--- src/rtl/alu8_pkg.sv ---
package alu8_pkg;
  typedef enum logic [3:0] {
    OP_ADD = 4'd0,  OP_SUB = 4'd1,  OP_AND = 4'd2,  OP_OR  = 4'd3,
    OP_XOR = 4'd4,  OP_ASL = 4'd5,  OP_LSR = 4'd6,  OP_ROL = 4'd7,
    OP_ROR = 4'd8,  OP_CMP = 4'd9,  OP_BIT = 4'd10, OP_INC = 4'd11,
    OP_DEC = 4'd12
  } alu_op_e;

  // flag word bit positions, {N,V,Z,C}
  localparam int unsigned FN = 3;
  localparam int unsigned FV = 2;
  localparam int unsigned FZ = 1;
  localparam int unsigned FC = 0;
  localparam int unsigned NFLAGS = 4;

  localparam logic [NFLAGS-1:0] MASK_ALL  = 4'b1111;
  localparam logic [NFLAGS-1:0] MASK_NZ   = 4'b1010;
  localparam logic [NFLAGS-1:0] MASK_NZC  = 4'b1011;
  localparam logic [NFLAGS-1:0] MASK_NVZ  = 4'b1110;
  localparam logic [NFLAGS-1:0] MASK_NONE = 4'b0000;
endpackage

--- src/rtl/alu8_addsub.sv ---
module alu8_addsub
  import alu8_pkg::*;
#(
  parameter int unsigned DW = 8
) (
  input  alu_op_e       op_i,
  input  logic [DW-1:0] a_i,
  input  logic [DW-1:0] m_i,
  input  logic          carry_i,
  output logic [DW-1:0] sum_o,
  output logic          cout_o,
  output logic          ovf_o
);
  localparam int unsigned MSB = DW - 1;

  logic [DW-1:0] b_op;
  logic          cin;
  logic [DW:0]   wide;

  // one adder serves add, subtract, compare, increment, decrement
  always_comb begin
    unique case (op_i)
      OP_SUB:  begin b_op = ~m_i;     cin = carry_i; end
      OP_CMP:  begin b_op = ~m_i;     cin = 1'b1;    end
      OP_INC:  begin b_op = '0;       cin = 1'b1;    end
      OP_DEC:  begin b_op = '1;       cin = 1'b0;    end
      default: begin b_op = m_i;      cin = carry_i; end
    endcase
  end

  assign wide   = {1'b0, a_i} + {1'b0, b_op} + {{DW{1'b0}}, cin};
  assign sum_o  = wide[DW-1:0];
  assign cout_o = wide[DW];
  assign ovf_o  = (a_i[MSB] == b_op[MSB]) && (sum_o[MSB] != a_i[MSB]);
endmodule

--- src/rtl/alu8_logic.sv ---
module alu8_logic
  import alu8_pkg::*;
#(
  parameter int unsigned DW = 8
) (
  input  alu_op_e       op_i,
  input  logic [DW-1:0] a_i,
  input  logic [DW-1:0] m_i,
  output logic [DW-1:0] res_o
);
  always_comb begin
    unique case (op_i)
      OP_OR:   res_o = a_i | m_i;
      OP_XOR:  res_o = a_i ^ m_i;
      default: res_o = a_i & m_i; // AND and bit test
    endcase
  end
endmodule

--- src/rtl/alu8_shift.sv ---
module alu8_shift
  import alu8_pkg::*;
#(
  parameter int unsigned DW = 8
) (
  input  alu_op_e       op_i,
  input  logic [DW-1:0] a_i,
  input  logic          carry_i,
  output logic [DW-1:0] res_o,
  output logic          cout_o
);
  localparam int unsigned MSB = DW - 1;

  logic left;
  logic fill;

  assign left = (op_i == OP_ASL) || (op_i == OP_ROL);
  assign fill = ((op_i == OP_ROL) || (op_i == OP_ROR)) ? carry_i : 1'b0;

  for (genvar i = 0; i < DW; i++) begin : g_bit
    if (i == 0) begin : g_lo
      assign res_o[i] = left ? fill : a_i[i+1];
    end else if (i == MSB) begin : g_hi
      assign res_o[i] = left ? a_i[i-1] : fill;
    end else begin : g_mid
      assign res_o[i] = left ? a_i[i-1] : a_i[i+1];
    end
  end

  assign cout_o = left ? a_i[MSB] : a_i[0];
endmodule

--- src/rtl/alu8_flags.sv ---
module alu8_flags
  import alu8_pkg::*;
#(
  parameter int unsigned DW = 8
) (
  input  logic [3:0]        op_i,
  input  logic [DW-1:0]     a_i,
  input  logic [DW-1:0]     m_i,
  input  logic              carry_i,
  output logic [DW-1:0]     result_o,
  output logic              result_valid_o,
  output logic [NFLAGS-1:0] flags_o,
  output logic [NFLAGS-1:0] flag_mask_o
);
  localparam int unsigned MSB = DW - 1;

  alu_op_e       op;
  logic [DW-1:0] add_sum, log_res, sh_res;
  logic          add_c, add_v, sh_c;
  logic [DW-1:0] raw;
  logic [NFLAGS-1:0] nxt, msk;
  logic          vld;

  assign op = alu_op_e'(op_i);

  alu8_addsub #(.DW(DW)) u_addsub (
    .op_i(op), .a_i(a_i), .m_i(m_i), .carry_i(carry_i),
    .sum_o(add_sum), .cout_o(add_c), .ovf_o(add_v)
  );

  alu8_logic #(.DW(DW)) u_logic (
    .op_i(op), .a_i(a_i), .m_i(m_i), .res_o(log_res)
  );

  alu8_shift #(.DW(DW)) u_shift (
    .op_i(op), .a_i(a_i), .carry_i(carry_i),
    .res_o(sh_res), .cout_o(sh_c)
  );

  always_comb begin
    raw = '0;
    nxt = '0;
    msk = MASK_NONE;
    vld = 1'b0;
    unique case (op_i)
      OP_ADD, OP_SUB: begin
        raw = add_sum; vld = 1'b1; msk = MASK_ALL;
        nxt[FC] = add_c; nxt[FV] = add_v;
      end
      OP_AND, OP_OR, OP_XOR: begin
        raw = log_res; vld = 1'b1; msk = MASK_NZ;
      end
      OP_ASL, OP_LSR, OP_ROL, OP_ROR: begin
        raw = sh_res; vld = 1'b1; msk = MASK_NZC;
        nxt[FC] = sh_c;
      end
      OP_INC, OP_DEC: begin
        raw = add_sum; vld = 1'b1; msk = MASK_NZ;
      end
      OP_CMP: begin
        raw = add_sum; msk = MASK_NZC;
        nxt[FC] = add_c; // no borrow => a >= m
      end
      OP_BIT: begin
        raw = log_res; msk = MASK_NVZ;
      end
      default: ;
    endcase

    if (op_i == OP_BIT) begin
      nxt[FN] = m_i[MSB];
      nxt[FV] = m_i[MSB-1];
    end else begin
      nxt[FN] = raw[MSB];
    end
    nxt[FZ] = (raw == '0);
  end

  assign result_o       = vld ? raw : '0;
  assign result_valid_o = vld;
  assign flags_o        = nxt & msk;
  assign flag_mask_o    = msk;
endmodule

--- config.mk ---
export PLATFORM = sky130hd
export DESIGN_NAME = alu8_flags
export DESIGN_NICKNAME = d
export VERILOG_FILES = /design/src/rtl/alu8_pkg.sv /design/src/rtl/alu8_addsub.sv /design/src/rtl/alu8_logic.sv /design/src/rtl/alu8_shift.sv /design/src/rtl/alu8_flags.sv
export SDC_FILE = /design/constraint.sdc
export NUM_CORES = 1
export LEC_CHECK = 0
export BUFFER_PORTS_ARGS = -buffer_cell sky130_fd_sc_hd__buf_2
export CORE_ASPECT_RATIO = 1.5
export CORE_MARGIN = 2
export CORE_UTILIZATION = 50
export DETAILED_ROUTE_END_ITERATION = 8
export PLACE_DENSITY = 0.84
export SETUP_SLACK_MARGIN = 0.15
export SLEW_MARGIN = 10
export SYNTH_ARGS = -nofsm -noshare
export SYNTH_HDL_FRONTEND = slang
export SYNTH_SLANG_ARGS = --single-unit
--- constraint.sdc ---
create_clock -name vclk -period 7.2
set_clock_uncertainty 0.05 [all_clocks]
set_input_delay 2.16 -clock vclk [all_inputs]
set_output_delay 2.16 -clock vclk [all_outputs]
set_load 0.03 [all_outputs]
### After elaboration in Yosys (flattened, before gate mapping)

Index checks and enable logic that the tools add are counted.

| cells by class | value |
|---|---|
| bitwise logic cells | 5 |
| $add $sub $neg | 2 |
| reduce and logical (&&, ||, !) cells | 15 |
| equality and inequality tests | 14 |
| muxes and demuxes | 21 |

Operators by type and width:

| kind | number |
|---|---|
| $pmux W8 S3 | 2 |
| $eq A4 B4 Y1 const B | 5 |
| $eq A4 B3 Y1 const B | 4 |
| $pmux W4 S4 | 1 |
| $pmux W8 S2 | 1 |
| $reduce_or A5 Y1 | 3 |
| $mux W1 | 14 |
| $reduce_or A11 Y1 | 1 |
| $add A8 B8 Y9 | 1 |
| $add A9 B1 Y9 | 1 |
| $and A8 B8 Y8 | 1 |
| $eq A4 B2 Y1 const B | 2 |
| $logic_not A8 Y1 | 1 |
| $mux W8 | 1 |
| $not A8 Y8 | 1 |
| $or A8 B8 Y8 | 1 |
| $reduce_or A4 Y1 | 2 |
| $xor A8 B8 Y8 | 1 |
| $reduce_or A2 Y1 | 3 |
| $and A4 B4 Y4 | 1 |
| $eq A4 B1 Y1 const B | 1 |
| $logic_not A4 Y1 | 1 |
| $pmux W1 S2 | 2 |
| $reduce_or A3 Y1 | 1 |
| other kinds (4) | 5 |

| word-level totals | value |
|---|---|
| output and inout bits | 17 |
| bits of input ports | 21 |
| flip-flop bits (word level) | 0 |

### Depth between registers and ports, before layout

| logic depth | value |
|---|---|
| depth in word-level cells | 10 |
| depth in mapped cells | 14 |
| gate-level depth less buffers | 12 |

### Cells and area by module

A second synthesis with hierarchy kept.

| unflattened totals | value |
|---|---|
| cells, all modules | 273 |
| area total of the unflattened synthesis | 2001.9 sq um |

By module, submodules not included:

| module | area each (sq um) | instances | cells each |
|---|---|---|---|
| alu8_flags | 928.4 | 1 | 132 |
| alu8_addsub | 511.7 | 1 | 73 |
| alu8_logic | 425.4 | 1 | 53 |
| alu8_shift | 136.4 | 1 | 15 |

### Least setup slack after synthesis

OpenSTA, ideal clock, no wires.

| timing path | value |
|---|---|
| path type | input port to output port |
| start point | input op_i[3] |
| end point | output flags_o[0] |
| arrival | 5.089 ns |
| stages | 12 |
| slack | -0.099 ns |
| path through | buf_4 > buf_2 > inv_1 > a21o_1 > a22oi_1 > fa_1 > fa_1 > nand2b_1 > a21oi_1 > o22a_1 > a21oi_1 > o31ai_1 |

| on the way | value |
|---|---|
| longest elaborated chain between the ends | 7 |
| elaborated cells between the ends (all ways) | 29 |
| classes of those cells | add/sub (2); eq/ne (12); mux (5); bitwise (1); reduce/logical (9) |

RTL lines:

| item | line | RTL |
|---|---|---|
| start, declared | alu8_flags.sv:6 | `input logic [3:0] op_i,` |
| $eq A4 B1 Y1 or $eq A4 B4 Y1 (tied branches) | alu8_addsub.sv:22, alu8_flags.sv:45 |  |
| $reduce_or A2 Y1 (no source line) | -- |  |
| $pmux W8 S3 | alu8_addsub.sv:22 | `unique case (op_i)` |
| $add A8 B8 Y9 | alu8_addsub.sv:31 | `assign wide = {1'b0, a_i} + {1'b0, b_op} + {{DW{1'b0}}, cin};` |
| $add A9 B1 Y9 | alu8_addsub.sv:31 |  |
| $pmux W1 S2 | alu8_flags.sv:45 | `unique case (op_i)` |
| $and A4 B4 Y4 * | alu8_flags.sv:81 | `assign flags_o = nxt & msk;` |
| end, declared | alu8_flags.sv:12 | `output logic [NFLAGS-1:0] flags_o,` |

Mark *: on every way between the ends. The rest lies on a longest branch, timed or not.

### Worst setup path after layout

| timing path | value |
|---|---|
| start point | input op_i[2] |
| end point | output flags_o[1] |

| on the way | value |
|---|---|
| longest elaborated chain between the ends | 8 |
| elaborated cells between the ends (all ways) | 41 |
| classes of those cells | add/sub (2); eq/ne (12); mux (14); bitwise (1); reduce/logical (12) |

RTL lines:

| item | line | RTL |
|---|---|---|
| $eq A4 B1 Y1 or $eq A4 B4 Y1 (tied branches) | alu8_addsub.sv:22, alu8_flags.sv:45 |  |
| $reduce_or A2 Y1 (no source line) | -- |  |
| $pmux W8 S3 | alu8_addsub.sv:22 |  |
| $add A8 B8 Y9 | alu8_addsub.sv:31 |  |
| $add A9 B1 Y9 | alu8_addsub.sv:31 |  |
| $pmux W8 S3 | alu8_flags.sv:45 |  |
| $logic_not A8 Y1 | alu8_flags.sv:76 | `nxt[FZ] = (raw == '0);` |
| $and A4 B4 Y4 * | alu8_flags.sv:81 |  |

Marked as above.

==> results.yml <==
run_status:
  status: "finished, final reports clean"
setup_path:
  critPathMaxFanout: 8
  path_class: "in -> out"
  path_buf_inv: 3
  crit_chain: "buf_2 > buf_4 > nand2_1 > o21ai_0 > o2bb2ai_1 > fa_2 > fa_2 > nand2b_4 > a21oi_2 > xor2_1 > a211oi_2 > nand4_1 > and4b_2 > buf_4"
  cp.required_ns: 4.99
  slowest_stage: "fa_2"
  start_kind: "primary input"
  critical-path-max-stage-delay_ns: 0.35
  cp-end-kind: "output pin"
  arrival_ns: 4.73
  cpLargestDelayFamily: "simple AND/OR/NAND/NOR gates"
job:
  max_cap_violations: 0
timing:
  setup_violations: 0
  min_period_over_period_pct: 96.4
  worst_pin_slew_ns: 0.697
  max_freq_mhz: 144
  hold_viol_final: 0
  min_period_ns: 6.94
  grt_setup_unrepaired: "false"
  fin_tns_setup_ns: 0
  relSlewSlack_pct: 53.4
  slew_violations: 0
placement:
  gp_congestion: 0.973
  port_buffers: 38
  dpl.hpwl_um: 3730
detailed_routing:
  detail-route-antenna-nets: 0
  vias: 1837
  drt_iter0_drc: 70
  avgViaCountPerCell: 6.38
  drc: 0
  dr.pass1.iters: 4
  drt-total-wl_um: 4840
  wl_per_cell_um: 16.8
logic_synthesis:
  synth_nets: 259
  yosysWarningCount: 0
  ys_types: 59
  avgSynthCellArea_um2: 7.01
  netlist_instances: 213
  syn_area_um2: 1490
  yosysSeqAreaShare_pct: 0
clocking:
  cts_setup_buffers: 0
global_routing:
  grt_max_degree: 25
  grtUsageTotal_pct: 27.3
  antenna_found_initial: 0
  grt_pass1_vias: 1703
  gr-total-overflow: 0
  grt_pass1_wl_um: 7760
final_layout:
  area_delta_synth_final_pct: 21.8
  nFlopsAndLatches: 0
  fillerInstances: 281
  final_common_cell: "buf_2"
  final_cell_mix: "buf_2, ha_1, nor2_1"
  diodes: 0
  drive_above_1_share_pct: 29.3
  clockBufferCount: 0
  regArea_um2: 0
  fin_nets: 297
  final_util_pct: 63.1
pwr:
  leakage_nw: 0.872
  power_density_nw_per_um2: 92.3
  ir_worst_vdd_v: 0.0000670
  finalPower_uw: 168
hold_path:
  hold_class: "in -> out"
die:
  dieArea_um2: 3450
  dieWidth_um: 48.6
  io_pins: 38
  core_um2: 2880
  dieHeight_um: 70.9
  initial_core_util_pct: 51.8
  rows: 24
what timing repair did:
action	CTS	global route
hold buffers	0	0
endpoints found under the setup margin	1	3
cloned	0	0
gates resized for setup	3	13
pin swaps	0	3
final cells by class:
type / count / area, um^2 / area share (%)
tap: 39 / 48.8 / 2.68
inverter: 21 / 78.8 / 4.33
multi-input combinational: 178 / 1410 / 77.3
timing repair buffer: 50 / 285 / 15.7
per-stage QoR:
step / instance area (um^2) / instances / hold WS, ns / setup WS (ns)
global placement: 1750 / 288 / 4.73 / 0.146
CTS: 1760 / 288 / 4.73 / 0.164
global route: 1820 / 288 / 4.76 / 0.140
floorplan: 1500 / 213 / 4.53 / 0.152
finish: 1820 / 288 / 4.73 / 0.256
detailed placement: 1750 / 288 / 4.73 / 0.0364
routing by layer:
metal,track usage (%),vias up,part of all wire [%]
li1,-,871,-
met1,32.4,843,39
met2,51.0,107,52
met3,1.69,16,6.9
met4,9.21,0,2.5
met5,0,-,0
power by group:
group	internal, mW	switching (mW)	leakage [nW]
Combinational	0.0652	0.103	0.872
Clock	0	0	0
Sequential	0	0	0
Yosys cell counts (all sizes together) (2+ instances only):
| master | number | area share, % |
|---|---|---|
| a211o | 2 | 1.2 |
| a211oi | 3 | 1.8 |
| a21oi | 16 | 5.4 |
| a221oi | 5 | 2.9 |
| a22o | 7 | 4.1 |
| a22oi | 2 | 1.0 |
| a2bb2oi | 3 | 1.8 |
| a32o | 2 | 1.3 |
| a32oi | 4 | 2.3 |
| and2 | 4 | 1.7 |
| buf | 10 | 4.4 |
| clkbuf | 4 | 1.0 |
| fa | 2 | 2.7 |
| ha | 23 | 19 |
| inv | 21 | 5.3 |
| mux2 | 2 | 1.5 |
| nand2 | 8 | 2.0 |
| nand2b | 4 | 1.7 |
| nand3b | 4 | 2.0 |
| nor2 | 21 | 5.3 |
| nor2b | 5 | 2.3 |
| nor3 | 2 | 0.67 |
| nor4 | 2 | 0.84 |
| nor4bb | 3 | 2.0 |
| o211ai | 2 | 1.0 |
| o21ai | 14 | 4.9 |
| o22ai | 6 | 2.5 |
| o2bb2ai | 2 | 1.2 |
| or2 | 2 | 0.84 |
| or3 | 2 | 0.84 |
| or3b | 2 | 1.2 |
| xnor2 | 2 | 1.2 |
| xor2 | 4 | 2.3 |
final timing paths:
kind	start	slack, ns	to	depth (start not counted)
min	m_i[7]	4.73	flags_o[3]	4
max	op_i[2]	0.26	flags_o[1]	14
kinds of logic (layout without fill, tap and decap cells):
family	count (synthesis)	after routing	share of synthesized area [%]
AO/OA/AOI/OAI	79	79	37.5
AND/OR/NAND/NOR	65	65	24.1
buffers and inverters	35	71	10.7
adder cells (fa/ha/maj)	25	25	21.9
XOR/XNOR	6	6	3.52
multiplexers	3	3	2.18
tightest hold or removal path, delay by kind of cell:
family                 cells  cell delay [ns]
buffers and inverters      3             0.37
AOI/OAI and AO/OA          1             0.09
(Power assumes the default switching activity.)
